[src/rtl/cmseq_pkg.sv]
package cmseq_pkg;
  typedef enum logic [1:0] {
    REQ_INV   = 2'd0,
    REQ_CLEAN = 2'd1,
    REQ_FLUSH = 2'd2,
    REQ_NONE  = 2'd3
  } reqOp_t;

  typedef enum logic [1:0] {
    CMD_LINE_CI     = 2'd0,
    CMD_RANGE_CLEAN = 2'd1,
    CMD_RANGE_INV   = 2'd2
  } cmdOp_t;

  typedef enum logic [1:0] {
    SEL_HEAD  = 2'd0,
    SEL_TAIL  = 2'd1,
    SEL_CHUNK = 2'd2
  } addrSel_t;

  // strobes from control to datapath
  typedef struct packed {
    logic     load;
    logic     clrHead;
    logic     clrTail;
    logic     advance;
    addrSel_t sel;
  } dpCtrl_t;

  // status from datapath to control
  typedef struct packed {
    logic headNeed;
    logic tailNeed;
    logic more;
  } dpStat_t;
endpackage

[src/rtl/crs_datapath.sv]
module crs_datapath
  import cmseq_pkg::*;
#(
  parameter int ADDR_W     = 32,
  parameter int LINE_BYTES = 32,
  parameter int PAGE_BYTES = 4096,
  parameter int MAX_CHUNK  = 1024
) (
  input  logic              clk,
  input  logic              rstN,
  input  dpCtrl_t           ctl,
  input  logic [1:0]        reqOp,
  input  logic [ADDR_W-1:0] reqStart,
  input  logic [ADDR_W-1:0] reqEnd,
  output dpStat_t           stat,
  output logic [ADDR_W-1:0] cmdStart,
  output logic [ADDR_W-1:0] cmdEnd
);
  localparam int EW = ADDR_W + 1;
  localparam int LB = $clog2(LINE_BYTES);
  localparam logic [EW-1:0] LINE_MASK = EW'(LINE_BYTES - 1);
  localparam logic [EW-1:0] PAGE_MASK = EW'(PAGE_BYTES - 1);
  localparam logic [EW-1:0] LINE_INC  = EW'(LINE_BYTES);
  localparam logic [EW-1:0] CAP_INC   = EW'(MAX_CHUNK);

  logic [EW-1:0]     curS, endR;
  logic [ADDR_W-1:0] headLine, tailLine;
  logic              headNeed, tailNeed;

  logic [EW-1:0] sExt, eExt, sDown, eDown, sIn, eIn;
  logic          sMis, eMis, isInv;

  always_comb begin
    sExt  = {1'b0, reqStart};
    eExt  = {1'b0, reqEnd};
    sMis  = |reqStart[LB-1:0];
    eMis  = |reqEnd[LB-1:0];
    isInv = (reqOp == REQ_INV);
    sDown = sExt & ~LINE_MASK;
    eDown = eExt & ~LINE_MASK;
    if (isInv) begin
      sIn = sMis ? sDown + LINE_INC : sExt;
      eIn = eDown;
    end else begin
      sIn = sDown;
      eIn = eMis ? eDown + LINE_INC : eExt;
    end
  end

  always_ff @(posedge clk) begin
    if (!rstN) begin
      curS     <= '0;
      endR     <= '0;
      headLine <= '0;
      tailLine <= '0;
      headNeed <= 1'b0;
      tailNeed <= 1'b0;
    end else if (ctl.load) begin
      curS     <= sIn;
      endR     <= eIn;
      headLine <= sDown[ADDR_W-1:0];
      tailLine <= eDown[ADDR_W-1:0];
      headNeed <= isInv && sMis;
      tailNeed <= isInv && eMis;
    end else begin
      if (ctl.clrHead) headNeed <= 1'b0;
      if (ctl.clrTail) tailNeed <= 1'b0;
      if (ctl.advance) curS <= chunkEnd;
    end
  end

  // chunk end: smallest of aligned end, size cap, next page boundary
  logic [EW-1:0] capEnd, pageEnd, chunkEnd, lastLine;
  always_comb begin
    capEnd   = curS + CAP_INC;
    pageEnd  = (curS | PAGE_MASK) + EW'(1);
    chunkEnd = endR;
    if (chunkEnd > capEnd)  chunkEnd = capEnd;
    if (chunkEnd > pageEnd) chunkEnd = pageEnd;
    lastLine = chunkEnd - LINE_INC;
  end

  always_comb begin
    unique case (ctl.sel)
      SEL_HEAD: begin cmdStart = headLine; cmdEnd = headLine; end
      SEL_TAIL: begin cmdStart = tailLine; cmdEnd = tailLine; end
      default:  begin cmdStart = curS[ADDR_W-1:0]; cmdEnd = lastLine[ADDR_W-1:0]; end
    endcase
  end

  assign stat.headNeed = headNeed;
  assign stat.tailNeed = tailNeed;
  assign stat.more     = curS < endR;
endmodule

[src/rtl/crs_ctrl.sv]
module crs_ctrl
  import cmseq_pkg::*;
(
  input  logic       clk,
  input  logic       rstN,
  input  logic       reqValid,
  input  logic [1:0] reqOp,
  input  logic       wtOverride,
  input  dpStat_t    stat,
  input  logic       cmdDone,
  output dpCtrl_t    ctl,
  output logic       reqReady,
  output logic       busy,
  output logic       cmdValid,
  output logic [1:0] cmdOp
);
  typedef enum logic [2:0] {
    ST_IDLE, ST_PICK, ST_HEAD, ST_TAIL, ST_CLN, ST_INV
  } state_t;

  state_t     state, nxt;
  logic [1:0] opR;
  logic       wtR;
  logic       doClean, doInv;

  assign doClean = !wtR && (opR == REQ_CLEAN || opR == REQ_FLUSH);
  assign doInv   = (opR == REQ_INV) || (opR == REQ_FLUSH);

  always_ff @(posedge clk) begin
    if (!rstN) begin
      state <= ST_IDLE;
      opR   <= REQ_NONE;
      wtR   <= 1'b0;
    end else begin
      state <= nxt;
      if (ctl.load) begin
        opR <= reqOp;
        wtR <= wtOverride;
      end
    end
  end

  always_comb begin
    ctl     = '0;
    ctl.sel = SEL_CHUNK;
    nxt     = state;
    cmdOp   = CMD_RANGE_INV;
    unique case (state)
      ST_IDLE: if (reqValid) begin ctl.load = 1'b1; nxt = ST_PICK; end
      ST_PICK: begin
        if (stat.headNeed)              nxt = ST_HEAD;
        else if (stat.tailNeed)         nxt = ST_TAIL;
        else if (stat.more && doClean)  nxt = ST_CLN;
        else if (stat.more && doInv)    nxt = ST_INV;
        else                            nxt = ST_IDLE;
      end
      ST_HEAD: begin
        ctl.sel = SEL_HEAD;
        cmdOp   = CMD_LINE_CI;
        if (cmdDone) begin ctl.clrHead = 1'b1; nxt = ST_PICK; end
      end
      ST_TAIL: begin
        ctl.sel = SEL_TAIL;
        cmdOp   = CMD_LINE_CI;
        if (cmdDone) begin ctl.clrTail = 1'b1; nxt = ST_PICK; end
      end
      ST_CLN: begin
        cmdOp = CMD_RANGE_CLEAN;
        if (cmdDone) begin
          if (doInv) nxt = ST_INV;
          else begin ctl.advance = 1'b1; nxt = ST_PICK; end
        end
      end
      ST_INV: if (cmdDone) begin ctl.advance = 1'b1; nxt = ST_PICK; end
      default: nxt = ST_IDLE;
    endcase
  end

  assign reqReady = (state == ST_IDLE);
  assign busy     = (state != ST_IDLE);
  assign cmdValid = (state == ST_HEAD) || (state == ST_TAIL) ||
                    (state == ST_CLN)  || (state == ST_INV);
endmodule

[src/rtl/cache_range_seq.sv]
module cache_range_seq
  import cmseq_pkg::*;
#(
  parameter int ADDR_W     = 32,
  parameter int LINE_BYTES = 32,
  parameter int PAGE_BYTES = 4096,
  parameter int MAX_CHUNK  = 1024
) (
  input  logic              clk,
  input  logic              rstN,
  input  logic              reqValid,
  output logic              reqReady,
  input  logic [1:0]        reqOp,
  input  logic [ADDR_W-1:0] reqStart,
  input  logic [ADDR_W-1:0] reqEnd,
  input  logic              wtOverride,
  output logic              cmdValid,
  output logic [1:0]        cmdOp,
  output logic [ADDR_W-1:0] cmdStart,
  output logic [ADDR_W-1:0] cmdEnd,
  input  logic              cmdDone,
  output logic              busy
);
  dpCtrl_t ctl;
  dpStat_t stat;

  crs_ctrl u_ctrl (
    .clk(clk), .rstN(rstN), .reqValid(reqValid), .reqOp(reqOp),
    .wtOverride(wtOverride), .stat(stat), .cmdDone(cmdDone), .ctl(ctl),
    .reqReady(reqReady), .busy(busy), .cmdValid(cmdValid), .cmdOp(cmdOp)
  );

  crs_datapath #(
    .ADDR_W(ADDR_W), .LINE_BYTES(LINE_BYTES),
    .PAGE_BYTES(PAGE_BYTES), .MAX_CHUNK(MAX_CHUNK)
  ) u_dp (
    .clk(clk), .rstN(rstN), .ctl(ctl), .reqOp(reqOp),
    .reqStart(reqStart), .reqEnd(reqEnd), .stat(stat),
    .cmdStart(cmdStart), .cmdEnd(cmdEnd)
  );
endmodule

[config.mk]
export PLATFORM = sky130hd
export DESIGN_NAME = cache_range_seq
export DESIGN_NICKNAME = d
export VERILOG_FILES = /design/src/rtl/cmseq_pkg.sv /design/src/rtl/crs_datapath.sv /design/src/rtl/crs_ctrl.sv /design/src/rtl/cache_range_seq.sv
export SDC_FILE = /design/constraint.sdc
export NUM_CORES = 1
export LEC_CHECK = 0
export BUFFER_PORTS_ARGS = -buffer_cell sky130_fd_sc_hd__buf_2
export CELL_PAD_IN_SITES_DETAIL_PLACEMENT = 1
export CELL_PAD_IN_SITES_GLOBAL_PLACEMENT = 2
export CORE_UTILIZATION = 35
export CTS_BUF_LIST = sky130_fd_sc_hd__clkbuf_2 sky130_fd_sc_hd__clkbuf_4 sky130_fd_sc_hd__clkbuf_8
export DETAILED_ROUTE_END_ITERATION = 12
export PLACE_DENSITY = 0.95
export SLEW_MARGIN = 20
export SYNTH_ARGS = -nofsm -noshare
export SYNTH_HDL_FRONTEND = slang
export SYNTH_SLANG_ARGS = --single-unit
export TNS_END_PERCENT = 20
[constraint.sdc]
create_clock -name clk -period 11.11 [get_ports clk]
set_clock_uncertainty 0.15 [all_clocks]
set_input_delay 0.5555 -clock clk [delete_from_list [all_inputs] [get_ports clk]]
set_output_delay 0.5555 -clock clk [all_outputs]
set_load 0.01 [all_outputs]
==> results.py <==
metrics = {
    "synthesis": {
        "synth.top_cell.area_share": 0.226,
        "yosysSeqAreaShare": 0.226,
        "synth_flop_cell": "dfxtp_1",
        "synth-seq-cells": 128,
        "synth_cell_types": 65,
        "yosys.area.top_type": "dfxtp_1",
        "avgSynthCellArea_sq_um": 7.14,
        "syn_nets": 1751,
        "synth_top_cells_by_area": "dfxtp_1 23%, ha_1 10%, nand2_1 7.2%",
        "synth-edff-count": 0,
        "syn_area_sq_um": 11300,
        "ys_async_sr_fraction": 0,
        "ys_warn_count": 0,
        "postSynthCellCount": 1586,
    },
    "cts": {
        "clk_latency_ps": 480,
        "cts_tree": "built",
        "cts_buffer_depth": 2,
        "root_buffer": "clkbuf_8",
        "cts.reportedPaths.clkPinSlew_ps": 90,
        "ctsHtreeMaxLevel": 4,
        "cts_buffers": 17,
        "cts_resized": 0,
        "holdBufCountCts": 0,
        "post-cts-setup-buffers": 0,
        "cts_num_sinks": 128,
    },
    "detailed_routing": {
        "ant_nets": 0,
        "wl_per_cell_um": 22.3,
        "vias_per_cell": 5.91,
        "post-route-drc-count": 0,
        "num_vias": 12300,
        "dr.pass1.iters": 6,
        "drt_iter0_drc": 1034,
        "drt-total-wl_um": 46300,
    },
    "sta": {
        "hold_violations": 0,
        "timing.final.crit_period_ps": 10720,
        "setup_viol": 0,
        "tns_ps": 0,
        "rsz0062_at_grt": "false",
        "max-slew-margin-rel": 0.261,
        "tightest_slew_ps": 1100,
        "fin_crit_sh": 0.965,
        "maxSlewViolCount": 0,
        "max_freq_mhz": 93.3,
    },
    "die": {
        "core-area_sq_um": 31700,
        "die-area_sq_um": 33100,
        "rows": 65,
        "start_util": 0.357,
        "die_w_um": 182,
        "die_y_um": 182,
        "io_pins": 140,
    },
    "power_and_ir_drop": {
        "powerDensity_nw_per_um2": 209,
        "power.total_uw": 2650,
        "leakage_uw": 0.00524,
        "max-vdd-ir-drop_mv": 0.188,
    },
    "worst_setup_path": {
        "max_stage_delay_ps": 710,
        "cp_slowest_cell": "nor2_1",
        "crit_arrival_ps": 10010,
        "path_max_fanout": 15,
        "critPathCaptureType": "output pin",
        "crit_type": "reg -> out",
        "cp-start-kind": "flop",
        "required_ps": 10400,
    },
    "finish": {
        "final_cell_mix": "214 x nand2_1, 164 x nor2_1, 141 x a21oi_1, 139 x buf_2, 127 x dfxtp_1",
        "finalNetCount": 1828,
        "design_area_sq_um": 12700,
        "final_common_cell": "nand2_1",
        "nFillCells": 4116,
        "syn_to_final_growth_pct": 12.1,
        "drive_gt1_frac": 0.134,
    },
    "placed_design": {
        "dpl.hpwl_um": 36000,
        "dpl_cell_area_sq_um": 12300,
        "numPortBuffers": 139,
        "finalWeightedCongestion": 0.950,
    },
    "global_routing": {
        "antenna_found_initial": 1,
        "track_usage": 0.281,
        "grt_pass1_vias": 12200,
        "grt_first_pass_wirelength_um": 71300,
        "grt-ovfl-total": 0,
        "grt_max_degree": 94,
    },
    "status": {
        "status": "finished, final reports clean",
    },
    "min_path": {
        "worstHoldPathType": "in -> reg",
    },
    "run": {
        "max-cap-violations": 0,
    },
}
-- layout make-up --
type	count	area, sq um	share of cell area
multi-input cells	1282	8100	0.638
flip-flops and latches	128	2560	0.202
repair buffers	161	861	0.0678
well taps	402	503	0.0396
inverters	73	275	0.0217
clock buffers	17	234	0.0184
clock inverters	15	159	0.0125
diodes	1	2.50	0.000197
-- per-layer routing --
| metal | GRT usage | up-vias | wire, um |
|---|---|---|---|
| li1 | - | 5776 | - |
| met1 | 0.393 | 6019 | 21400 |
| met2 | 0.450 | 445 | 20800 |
| met3 | 0.0365 | 50 | 3140 |
| met4 | 0.0753 | 2 | 943 |
| met5 | 0 | - | 11 |
-- flip-flops by register name, indices dropped and copies added (netlist names) --
name,cells
u_dp.endR,33
u_dp.tailNeed,1
u_dp.tailLine,27
u_ctrl.wtR,1
u_dp.headLine,27
u_ctrl.opR,2
u_dp.curS,33
u_dp.headNeed,1
u_ctrl.state,3
-- Yosys cell counts, types with 19 or more instances --
cell,instances
nand2_1,216
nor2_1,164
a21oi_1,141
dfxtp_1,128
ha_1,94
clkbuf_1,87
inv_1,71
nand3_1,65
xor2_1,63
a211oi_1,51
xnor2_1,46
nand4_1,45
o21ai_0,44
nor3_1,42
mux2i_1,31
a21o_1,28
nor2b_1,28
and3_1,19
-- worst max-delay path: cells and delay by family (launching register included) --
family,cells,cell delay [ps]
compound gates,9,2270
xor+xnor,1,200
fa+ha+maj,4,1640
buf+inv,1,170
flops,1,620
mux,1,190
simple gates,17,4440
-- stage by stage --
| stage | hold slack [ps] | util | setup slack [ps] | instances |
|---|---|---|---|---|
| floorplan | 281 | - | 2220 | 1586 |
| global placement | 287 | 0.388 | 1400 | 2046 |
| detailed placement | 294 | 0.388 | 1070 | 2046 |
| CTS | 148 | 0.400 | 534 | 2078 |
| global route | 184 | 0.400 | 44.9 | 2078 |
| finish | 164 | 0.400 | 390 | 2079 |
-- cells by family after synthesis --
kind of cell | Yosys count | synth area share
adder cells (fa/ha/maj) | 94 | 0.104
multiplexers | 42 | 0.0383
buffers and inverters | 176 | 0.0607
AND/OR/NAND/NOR | 664 | 0.279
AO/OA/AOI/OAI | 373 | 0.208
flip-flops | 128 | 0.226
XOR/XNOR | 109 | 0.0843
-- path summary, 6_finish.rpt --
| check | from | endpoint | slack (ps) | depth (start not counted) |
|---|---|---|---|---|
| worst max-delay path | u_dp.curS[12] | cmdEnd[31] | 390 | 33 |
| worst min-delay path | wtOverride | u_ctrl.wtR | 160 | 3 |
| worst max register to register | u_dp.curS[12] | u_dp.curS[24] | 2770 | 28 |
| worst min register to register | u_dp.headLine[16] | u_dp.headLine[16] | 300 | 2 |
-- power by group --
part           switching (uW)  total, uW  internal [uW]
combinational            1050       1640            582
clock                     215        416            201
sequential               87.8        601            513
total                    1360       2650           1300
Note: power is estimated with default switching activity, not from simulation.
